### src/rtl/fsel_pkg.sv
// Shared types and constants for the power-good latched frequency selector.
// Assumes: companion rates are fixed and reported in kHz.
package fsel_pkg;

    typedef enum logic [1:0] {
        CPU_100 = 2'd0,
        CPU_133 = 2'd1,
        CPU_200 = 2'd2,
        CPU_266 = 2'd3
    } cpu_rate_e;

    typedef struct packed {
        logic tbl;
        logic fs_c;
        logic fs_b;
        logic fs_a;
    } strap_t;

    localparam int STRAP_W = $bits(strap_t);
    localparam int RATE_W  = 17;

    localparam logic [RATE_W-1:0] SRC_KHZ = RATE_W'(100000);
    localparam logic [RATE_W-1:0] PCI_KHZ = RATE_W'(33333);
    localparam logic [RATE_W-1:0] REF_KHZ = RATE_W'(14318);
    localparam logic [RATE_W-1:0] USB_KHZ = RATE_W'(48000);

endpackage

### src/rtl/fsel_sync.sv
// Multi-stage synchronizer for a bundle of asynchronous level inputs.
// Assumes: inputs are quasi-static levels, so bits may resolve in
// different cycles without harm. Reset loads RST_VAL into every stage.
module fsel_sync #(
    parameter int           W       = 5,
    parameter int           STAGES  = 2,
    parameter logic [W-1:0] RST_VAL = '0
) (
    input  logic         clk,
    input  logic         rst_n,
    input  logic [W-1:0] d,
    output logic [W-1:0] q
);

    generate
        for (genvar i = 0; i < STAGES; i++) begin : g_stg
            logic [W-1:0] r;
            if (i == 0) begin : g_first
                // First stage: sample the raw asynchronous pins
                always_ff @(posedge clk) begin
                    if (!rst_n) r <= RST_VAL;
                    else        r <= d;
                end
            end else begin : g_next
                // Later stages: shift the previous stage along
                always_ff @(posedge clk) begin
                    if (!rst_n) r <= RST_VAL;
                    else        r <= g_stg[i-1].r;
                end
            end
        end
    endgenerate

    assign q = g_stg[STAGES-1].r;

endmodule

### src/rtl/fsel_capture.sv
// One-shot strap capture. It qualifies power-good low over two
// consecutive synchronized samples, freezes the straps on the first
// qualified low and then sets a sticky lock.
// Assumes: pwrgd_s and straps_s come out of the same synchronizer.
module fsel_capture
    import fsel_pkg::*;
(
    input  logic   clk,
    input  logic   rst_n,
    input  logic   pwrgd_s,
    input  strap_t straps_s,
    output strap_t strap_q,
    output logic   locked
);

    logic pg_prev;
    logic valid_low;
    logic take;

    assign valid_low = !pwrgd_s && !pg_prev;
    assign take      = valid_low && !locked;

    // Remember the previous synchronized power-good sample
    always_ff @(posedge clk) begin
        if (!rst_n) pg_prev <= 1'b1;
        else        pg_prev <= pwrgd_s;
    end

    // Freeze the straps on the first qualified low
    always_ff @(posedge clk) begin
        if (!rst_n)    strap_q <= '0;
        else if (take) strap_q <= straps_s;
    end

    // Sticky lock flag, cleared only by reset
    always_ff @(posedge clk) begin
        if (!rst_n)    locked <= 1'b0;
        else if (take) locked <= 1'b1;
    end

    AST_LOCK_STICKY: assert property (@(posedge clk) disable iff (!rst_n)
        locked |=> locked);

    AST_STRAP_FROZEN: assert property (@(posedge clk) disable iff (!rst_n)
        locked |=> $stable(strap_q));

    AST_TWO_LOW_SAMPLES: assert property (@(posedge clk) disable iff (!rst_n)
        $rose(locked) |-> ($past(pwrgd_s, 1) == 1'b0 && $past(pwrgd_s, 2) == 1'b0));

endmodule

### src/rtl/fsel_decode.sv
// Decodes the frozen straps into a CPU rate code and a reserved flag.
// It uses the three-bit table when the latched table choice is 0 and
// the two-bit table when it is 1. Before lock it drives the default code.
module fsel_decode
    import fsel_pkg::*;
(
    input  strap_t    strap_q,
    input  logic      locked,
    output cpu_rate_e cpu_sel,
    output logic      reserved
);

    cpu_rate_e code3, code2;
    logic      rsv3, rsv2;

    // Three-bit table over {fs_c, fs_b, fs_a}
    always_comb begin
        rsv3  = 1'b0;
        code3 = CPU_100;
        case ({strap_q.fs_c, strap_q.fs_b, strap_q.fs_a})
            3'b101:  code3 = CPU_100;
            3'b001:  code3 = CPU_133;
            3'b010:  code3 = CPU_200;
            3'b000:  code3 = CPU_266;
            default: rsv3  = 1'b1;
        endcase
    end

    // Two-bit table over {fs_b, fs_a}; fs_c is not read
    always_comb begin
        rsv2  = 1'b0;
        code2 = CPU_100;
        case ({strap_q.fs_b, strap_q.fs_a})
            2'b00:   code2 = CPU_100;
            2'b01:   code2 = CPU_133;
            2'b10:   code2 = CPU_200;
            default: rsv2  = 1'b1;
        endcase
    end

    // Pick the table and hold defaults until lock
    always_comb begin
        if (!locked) begin
            cpu_sel  = CPU_100;
            reserved = 1'b0;
        end else if (strap_q.tbl) begin
            cpu_sel  = code2;
            reserved = rsv2;
        end else begin
            cpu_sel  = code3;
            reserved = rsv3;
        end
    end

endmodule

### src/rtl/pwrgd_freq_sel.sv
// Top level of the power-good latched frequency selector. It chains the
// synchronizer, the one-shot capture and the table decode, and drives
// the constant companion rates.
// Assumes: clk runs before power-good falls; rst_n is synchronous.
module pwrgd_freq_sel
    import fsel_pkg::*;
#(
    parameter int SYNC_STAGES = 2
) (
    input  logic              clk,
    input  logic              rst_n,
    input  logic              pwrgd_n,
    input  logic              fs_a,
    input  logic              fs_b,
    input  logic              fs_c,
    input  logic              tbl_sel,
    output logic [1:0]        cpu_sel,
    output logic              cpu_reserved,
    output logic              locked,
    output logic [RATE_W-1:0] src_khz,
    output logic [RATE_W-1:0] pci_khz,
    output logic [RATE_W-1:0] ref_khz,
    output logic [RATE_W-1:0] usb_khz
);

    localparam int BUS_W = STRAP_W + 1;
    localparam logic [BUS_W-1:0] BUS_RST = {1'b1, {STRAP_W{1'b0}}};

    logic [BUS_W-1:0] raw_bus, sync_bus;
    strap_t           straps_s, strap_q;
    logic             pwrgd_s;
    cpu_rate_e        rate;

    assign raw_bus  = {pwrgd_n, tbl_sel, fs_c, fs_b, fs_a};
    assign pwrgd_s  = sync_bus[BUS_W-1];
    assign straps_s = strap_t'(sync_bus[STRAP_W-1:0]);

    fsel_sync #(
        .W      (BUS_W),
        .STAGES (SYNC_STAGES),
        .RST_VAL(BUS_RST)
    ) u_sync (
        .clk  (clk),
        .rst_n(rst_n),
        .d    (raw_bus),
        .q    (sync_bus)
    );

    fsel_capture u_cap (
        .clk     (clk),
        .rst_n   (rst_n),
        .pwrgd_s (pwrgd_s),
        .straps_s(straps_s),
        .strap_q (strap_q),
        .locked  (locked)
    );

    fsel_decode u_dec (
        .strap_q (strap_q),
        .locked  (locked),
        .cpu_sel (rate),
        .reserved(cpu_reserved)
    );

    assign cpu_sel = rate;
    assign src_khz = SRC_KHZ;
    assign pci_khz = PCI_KHZ;
    assign ref_khz = REF_KHZ;
    assign usb_khz = USB_KHZ;

    AST_IDLE_DEFAULT: assert property (@(posedge clk) disable iff (!rst_n)
        !locked |-> (cpu_sel == 2'd0 && !cpu_reserved));

    AST_RSV_DEFAULT: assert property (@(posedge clk) disable iff (!rst_n)
        cpu_reserved |-> cpu_sel == 2'd0);

    AST_OUT_FROZEN: assert property (@(posedge clk) disable iff (!rst_n)
        (locked && $past(locked)) |-> ($stable(cpu_sel) && $stable(cpu_reserved)));

    AST_RESET_CLEAR: assert property (@(posedge clk)
        !rst_n |=> (!locked && cpu_sel == 2'd0 && !cpu_reserved));

endmodule

### config.mk
export PLATFORM = sky130hd
export DESIGN_NAME = pwrgd_freq_sel
export DESIGN_NICKNAME = d
export VERILOG_FILES = /design/src/rtl/fsel_pkg.sv /design/src/rtl/fsel_sync.sv /design/src/rtl/fsel_capture.sv /design/src/rtl/fsel_decode.sv /design/src/rtl/pwrgd_freq_sel.sv
export SDC_FILE = /design/constraint.sdc
export NUM_CORES = 1
export LEC_CHECK = 0
export BUFFER_PORTS_ARGS = -buffer_cell sky130_fd_sc_hd__buf_2
export CAP_MARGIN = 5
export CORE_UTILIZATION = 45
export CTS_BUF_LIST = sky130_fd_sc_hd__clkbuf_4
export CTS_CLUSTER_DIAMETER = 50
export DETAILED_ROUTE_END_ITERATION = 8
export PLACE_DENSITY_LB_ADDON = 0.1
export SLEW_MARGIN = 20
export SYNTH_ARGS = -nofsm -noshare
export SYNTH_HDL_FRONTEND = slang
export SYNTH_SLANG_ARGS = --single-unit
### constraint.sdc
create_clock -name clk -period 1.6 [get_ports clk]
set_input_delay 0.16 -clock clk [delete_from_list [all_inputs] [get_ports clk]]
set_output_delay 0.16 -clock clk [all_outputs]
set_load 0.02 [all_outputs]
==> flow_summary.json, run 1 <==
{
  "htree_levels": 1,
  "hold_viol": 0,
  "final_common_cell": "conb_1",
  "r2r-start": "u_cap.locked",
  "drcViolationCount": 0,
  "holdWs_ns": 0.0629,
  "cp-endpoint": "cpu_reserved",
  "total_power_uw": 774,
  "synth_area_leaders": "buf_4 (48%), dfxtp_1 (30%), and2_1 (4.7%)",
  "leakagePower_nw": 0.471,
  "synth_top_area_frac": 0.477,
  "regArea_um2": 320,
  "crit_type": "register to output port",
  "synth-seq-area-share": 0.299,
  "synth_area_um2": 1070,
  "routabilityCongestion": 0.739,
  "r2r_end": "u_cap.strap_q[0]",
  "design_area_um2": 906,
  "setup_tns_ns": 0,
  "pwr-share-comb": 0.213,
  "drtAntennaViolNets": 0,
  "dr.pass1.iters": 3,
  "ir_worst_vdd_mv": 0.461,
  "power_switching_uw": 264,
  "io_buffers": 10,
  "fmax_ghz": 0.685,
  "post_drt_via_cell_ratio": 3.26,
  "place_ws_ns": 0.432,
  "crit_path_top_delay_cell": "or3b_1",
  "swShare": 0.341,
  "startpoint_type": "register",
  "setup_violations": 0,
  "wl_um": 908,
  "multi_input_area_um2": 478,
  "layout_setup_ws_ns": 0.140,
  "core_um2": 2230,
  "initial_core_util": 0.479,
  "clockBufferDepth": 2,
  "final_nets": 142,
  "dieArea_um2": 2580,
  "cts_tree": "built",
  "synth_warnings": 0,
  "worst_hold_path_type": "input pin to register",
  "critical_path.cell_chain": "or3b_1 > a21boi_1 > buf_2",
  "cp-end-kind": "output port",
  "mostFrequentLayoutCells": "conb_1 (68), dfxtp_1 (16), nand2_1 (11)",
  "clk_pin_slew_worst_paths_ns": 0.08,
  "num_io_pins": 79,
  "synth.distinct_cells": 16,
  "dpl_cell_area_um2": 883,
  "antennaDiodeCount": 0,
  "cp.arrival_ns": 1.30,
  "grt.total_usage": 0.0708,
  "syn_avg_cell_area_um2": 8.63,
  "power_density_nw_per_um2": 854,
  "rsz0062_at_grt": "no",
  "antenna_found_initial": 0,
  "fillerInstances": 237,
  "reg2reg_depth": 2,
  "p_seq_frac": 0.536,
  "drv_cap": 0,
  "clkPwrFrac": 0.252,
  "drive_gt1_frac": 0.113,
  "area_delta_synth_final_pct": -15.3,
  "wl_per_cell_um": 5.64,
  "cts-resized-gates": 0,
  "finalNonFillerCells": 161,
  "period_share": 0.912,
  "synth_cells": 124,
  "fin_skew_ns": 0.00500,
  "die_h_um": 50.8,
  "p_int_uw": 510,
  "rrSetupSlack_ns": 0.62,
  "grt_pass1_vias": 321,
  "ys_ff_latch": 16,
  "drtIter0Drc": 4,
  "final_util": 0.406,
  "critPathLaunch": "u_cap.strap_q[3]",
  "fp.dieW_um": 50.8,
  "clkLatencyLatePin_ns": 0.27,
  "fin_crit_ns": 1.46,
  "rows": 17,
  "clock-sinks": 16,
  "grt_pass1_wl_um": 1340,
  "root_buffer": "clkbuf_4",
  "place_inst": 158,
  "cp_data_required_time_ns": 1.44,
  "report.final.slew_viol_count": 0,
  "dp.final_hpwl_um": 728,
  "crit_fanout": 5,
  "cts_buffers": 3,
  "synth_largest_area_cell": "buf_4",
  "status": "completed",
  "num_vias": 525,
  "cts_hold_buf": 0,
  "grt_overflow_total": 0,
  "max_stage_delay_ns": 0.37,
  "grt_max_degree": 21,
  "postCtsSetupBuffers": 0
}
-- registers in the layout (all words and copies together), names as in the netlist --
name            cells
u_cap.locked        1
u_sync.g_stg.r      5
u_cap.pg_prev       1
u_cap.strap_q       4
u_sync.q            5
-- worst min path at each step --
stage          startpoint                   end  cells past startpoint
6_report          pwrgd_n  u_sync.g_stg[0].r[4]                      2
5_1_grt              fs_b  u_sync.g_stg[0].r[1]                      2
4_1_cts           pwrgd_n  u_sync.g_stg[0].r[4]                      2
3_5_place_dp      pwrgd_n  u_sync.g_stg[0].r[4]                      2
3_3_place_gp      pwrgd_n  u_sync.g_stg[0].r[4]                      2
2_1_floorplan     pwrgd_n  u_sync.g_stg[0].r[4]                      1
-- cell families after synthesis --
group / Yosys count / synth area share
AO/OA/AOI/OAI: 4 / 0.0234
flip-flops: 16 / 0.299
multiplexers: 4 / 0.0374
AND/OR/NAND/NOR: 28 / 0.147
other: 2 / 0.00702
buffers and inverters: 70 / 0.485
-- worst max-delay path, delay by kind of cell, from the launching register on --
family          cells  cell delay, ns
buf+inv             1            0.18
flops               1            0.34
simple gates        1            0.37
compound gates      1            0.14
-- power groups by stage --
stage | Sequential, mW | Clock (mW) | Combinational, mW
after CTS | 0.415 | 0.208 | 0.162
after detailed placement | 0.424 | 0 | 0.162
after global routing | 0.416 | 0.224 | 0.179
after global placement | 0.424 | 0 | 0.162
final | 0.414 | 0.195 | 0.164
after floorplan | 0.424 | 0 | 0.282
-- cells in the mapped netlist, drive strengths merged --
library cell / n
mux2i: 4
nor2: 1
nor3: 1
nand2: 11
and2: 8
or3b: 1
nand2b: 5
or2: 1
a21boi: 1
clkbuf: 1
o21a: 1
a21oi: 2
conb: 2
dfxtp: 16
buf: 69
-- layout make-up --
class,instances,share of cell area
Clock buffer,3,0.0249
Multi-Input combinational cell,104,0.528
Sequential cell,16,0.354
Tap cell,28,0.0387
Timing Repair Buffer,10,0.0552
-- per-layer routing --
layer	part of all wire	track usage	up-vias
li1	-	-	262
met1	0.42	0.0807	215
met2	0.44	0.116	48
met3	0.14	0.0212	0
met4	0	0.0417	0
met5	0	0	-
(Power assumes the default switching activity.)
==> run 2: changes to the inputs <==
--- a/config.mk
+++ b/config.mk
@@ -5,13 +5,14 @@
 export SDC_FILE = /design/constraint.sdc
 export NUM_CORES = 1
 export LEC_CHECK = 0
+export ABC_AREA = 1
 export BUFFER_PORTS_ARGS = -buffer_cell sky130_fd_sc_hd__buf_2
 export CAP_MARGIN = 5
-export CORE_UTILIZATION = 45
+export CORE_UTILIZATION = 33
 export CTS_BUF_LIST = sky130_fd_sc_hd__clkbuf_4
 export CTS_CLUSTER_DIAMETER = 50
 export DETAILED_ROUTE_END_ITERATION = 8
-export PLACE_DENSITY_LB_ADDON = 0.1
+export PLACE_DENSITY = 0.67
 export SLEW_MARGIN = 20
 export SYNTH_ARGS = -nofsm -noshare
 export SYNTH_HDL_FRONTEND = slang
==> run 2 against run 1 <==
Clock power is essentially flat. Maximum frequency grew 8.3%. Non-clock buffer count is the same. Power grew 0.94%. Worst hold slack lost 0.0031 ns. Sequential share of layout area shrank 1.4 points. First-iteration DRC count grew to 3.0 times the previous value. Final cell count grew 22%. Area after synthesis grew 1.5%. Setup slack gained 0.11 ns. Critical endpoint is now cpu_sel[0]. Largest cell class unchanged. Highest routed layer is now met4.
==> flow_summary.json, run 2 <==
{
  "status": "completed",
  "die_h_um": 59.4,
  "reg2reg_depth": 4,
  "cp.depth": 5,
  "synth_cells": 142,
  "core_um2": 3080,
  "rows": 20,
  "r2r-start": "u_sync.q[4]",
  "leakagePower_nw": 0.558,
  "cts-resized-gates": 0,
  "num_io_pins": 79,
  "r2r_end": "u_cap.strap_q[1]",
  "cp.arrival_ns": 1.19,
  "cts_tree": "built",
  "synth_area_um2": 1090,
  "startpoint_type": "register",
  "root_buffer": "clkbuf_4",
  "dr.pass1.iters": 4,
  "rrSetupSlack_ns": 0.76,
  "ys_top_cells_by_count": "buf_4 (69), dfxtp_1 (16), nand2_1 (15)",
  "place_inst": 193,
  "drcViolationCount": 0,
  "antenna_found_initial": 0,
  "dieArea_um2": 3520,
  "fin_skew_ns": 0.00174,
  "drive_gt1_frac": 0.112,
  "grt_max_degree": 14,
  "post_drt_via_cell_ratio": 2.98,
  "routabilityCongestion": 0.741,
  "rsz0062_at_grt": "no",
  "antennaDiodeCount": 0,
  "report.final.slew_viol_count": 0,
  "cts_hold_buf": 0,
  "clkLatencyLatePin_ns": 0.27,
  "cp-endpoint": "cpu_sel[0]",
  "worst-path-buf-inv": 2,
  "grt_overflow_total": 0,
  "synth-seq-area-share": 0.295,
  "grt.total_usage": 0.0596,
  "synth_area_leaders": "buf_4 (48%), dfxtp_1 (29%), nand2_1 (5.2%)",
  "max_stage_delay_ns": 0.40,
  "setup_tns_ns": 0,
  "hold_viol": 0,
  "final_util": 0.307,
  "grt_pass1_vias": 351,
  "synth_top_area_frac": 0.477,
  "area_delta_synth_final_pct": -13.1,
  "worst_hold_path_type": "input pin to register",
  "cp-end-kind": "output port",
  "synth.distinct_cells": 13,
  "htree_levels": 1,
  "drtAntennaViolNets": 0,
  "period_share": 0.842,
  "io_buffers": 10,
  "ys_async_sr_fraction": 0,
  "initial_core_util": 0.353,
  "synth_edf_count": 0,
  "critPathLaunch": "u_cap.locked",
  "final_common_cell": "conb_1",
  "drtIter0Drc": 12,
  "clockBufferDepth": 2,
  "clock-sinks": 16,
  "crit_path_top_delay_cell": "dfxtp_1",
  "cts_buffers": 3,
  "drv_cap": 0,
  "wl_per_cell_um": 5.28,
  "critical_path.cell_chain": "inv_2 > nor2_1 > nand2_1 > a21oi_2 > buf_2",
  "ys_ff_latch": 16,
  "num_vias": 584,
  "clk_pin_slew_worst_paths_ns": 0.08,
  "wl_um": 1030,
  "crit_family": "flip-flops",
  "fmax_ghz": 0.742,
  "crit_fanout": 9,
  "finalNonFillerCells": 196,
  "cp_data_required_time_ns": 1.44,
  "ir_worst_vdd_mv": 0.391,
  "postCtsSetupBuffers": 0,
  "synth-main-ff-cell": "dfxtp_1",
  "fin_crit_ns": 1.35,
  "syn_avg_cell_area_um2": 7.65,
  "setup_violations": 0,
  "power_density_nw_per_um2": 828,
  "post-synth-top-count-cell": "buf_4",
  "dp.final_hpwl_um": 845,
  "final_nets": 161,
  "crit_type": "register to output port",
  "grt_pass1_wl_um": 1500,
  "fillerInstances": 382,
  "mostFrequentLayoutCells": "conb_1 (68), dfxtp_1 (16), nand2_1 (15)",
  "synth_warnings": 0,
  "fp.dieW_um": 59.4,
  "synth_largest_area_cell": "buf_4"
}
[run 2: changes by cell type in the layout (fill, tap and decap cells not counted), sizes merged, moves of 2 or more]
cell    before  now
nor2         1    9
inv          0   16
a21oi        2    6
nand2b       5    0
o21ai        0    2
nand2       11   15
mux2i        4    0
or2          1    3
and2         8    0
nand3        0    4
[run 2: logic make-up after synthesis]
kind of cell | after synthesis | synth area share
other | 2 | 0.00692
AO/OA/AOI/OAI | 8 | 0.0403
AND/OR/NAND/NOR | 31 | 0.126
buffers and inverters | 85 | 0.532
flip-flops | 16 | 0.295
[run 2: how the worst min path moves through the flow]
| stage | startpoint | end | slack [ns] | depth (start not counted) |
|---|---|---|---|---|
| after global routing | pwrgd_n | u_sync.g_stg[0].r[4] | 0.04 | 2 |
| after global placement | tbl_sel | u_sync.g_stg[0].r[3] | 0.34 | 3 |
| final | fs_b | u_sync.g_stg[0].r[1] | 0.06 | 3 |
| after CTS | fs_a | u_sync.g_stg[0].r[0] | 0.05 | 3 |
| after floorplan | fs_b | u_sync.g_stg[0].r[1] | 0.25 | 2 |
| after detailed placement | fs_b | u_sync.g_stg[0].r[1] | 0.34 | 3 |
[run 2: worst register-to-register path: stages (launching register included)]
cell,delay [ns]
dfxtp_1,0.33
nor2_4,0.20
nand3_1,0.09
nand2_1,0.07
nor2_1,0.04
[run 2: layer usage]
metal,track usage,vias up,part of all wire
li1,-,304,-
met1,0.0698,234,0.39
met2,0.0819,44,0.46
met3,0.0328,2,0.14
met4,0.0408,0,0.0077
met5,0,-,0
[run 2: final cells by class]
class / instances / area, um^2 / share of cell area
Multi-Input combinational cell: 107 / 435 / 0.462
Sequential cell: 16 / 320 / 0.340
Inverter: 16 / 60.1 / 0.0637
Tap cell: 44 / 55.1 / 0.0584
Timing Repair Buffer: 10 / 50.0 / 0.0531
Clock buffer: 3 / 22.5 / 0.0239
[run 2: where the power goes]
group | internal (mW) | leakage [nW] | switching [mW]
Combinational | 0.0131 | 0.413 | 0.157
Sequential | 0.411 | 0.131 | 0.00444
Clock | 0.0871 | 0.0138 | 0.108
[run 2: metrics by stage]
stage          hold WS (ns)  total power [mW]  setup WS (ns)  cell area (um^2)
2_1_floorplan         0.253             0.710          0.477              1330
3_5_place_dp          0.344             0.593          0.543               921
4_1_cts              0.0540             0.788          0.227               943
5_1_grt              0.0412             0.833         0.0708               943
6_report             0.0598             0.781          0.253               943
3_3_place_gp          0.343             0.592          0.584               921
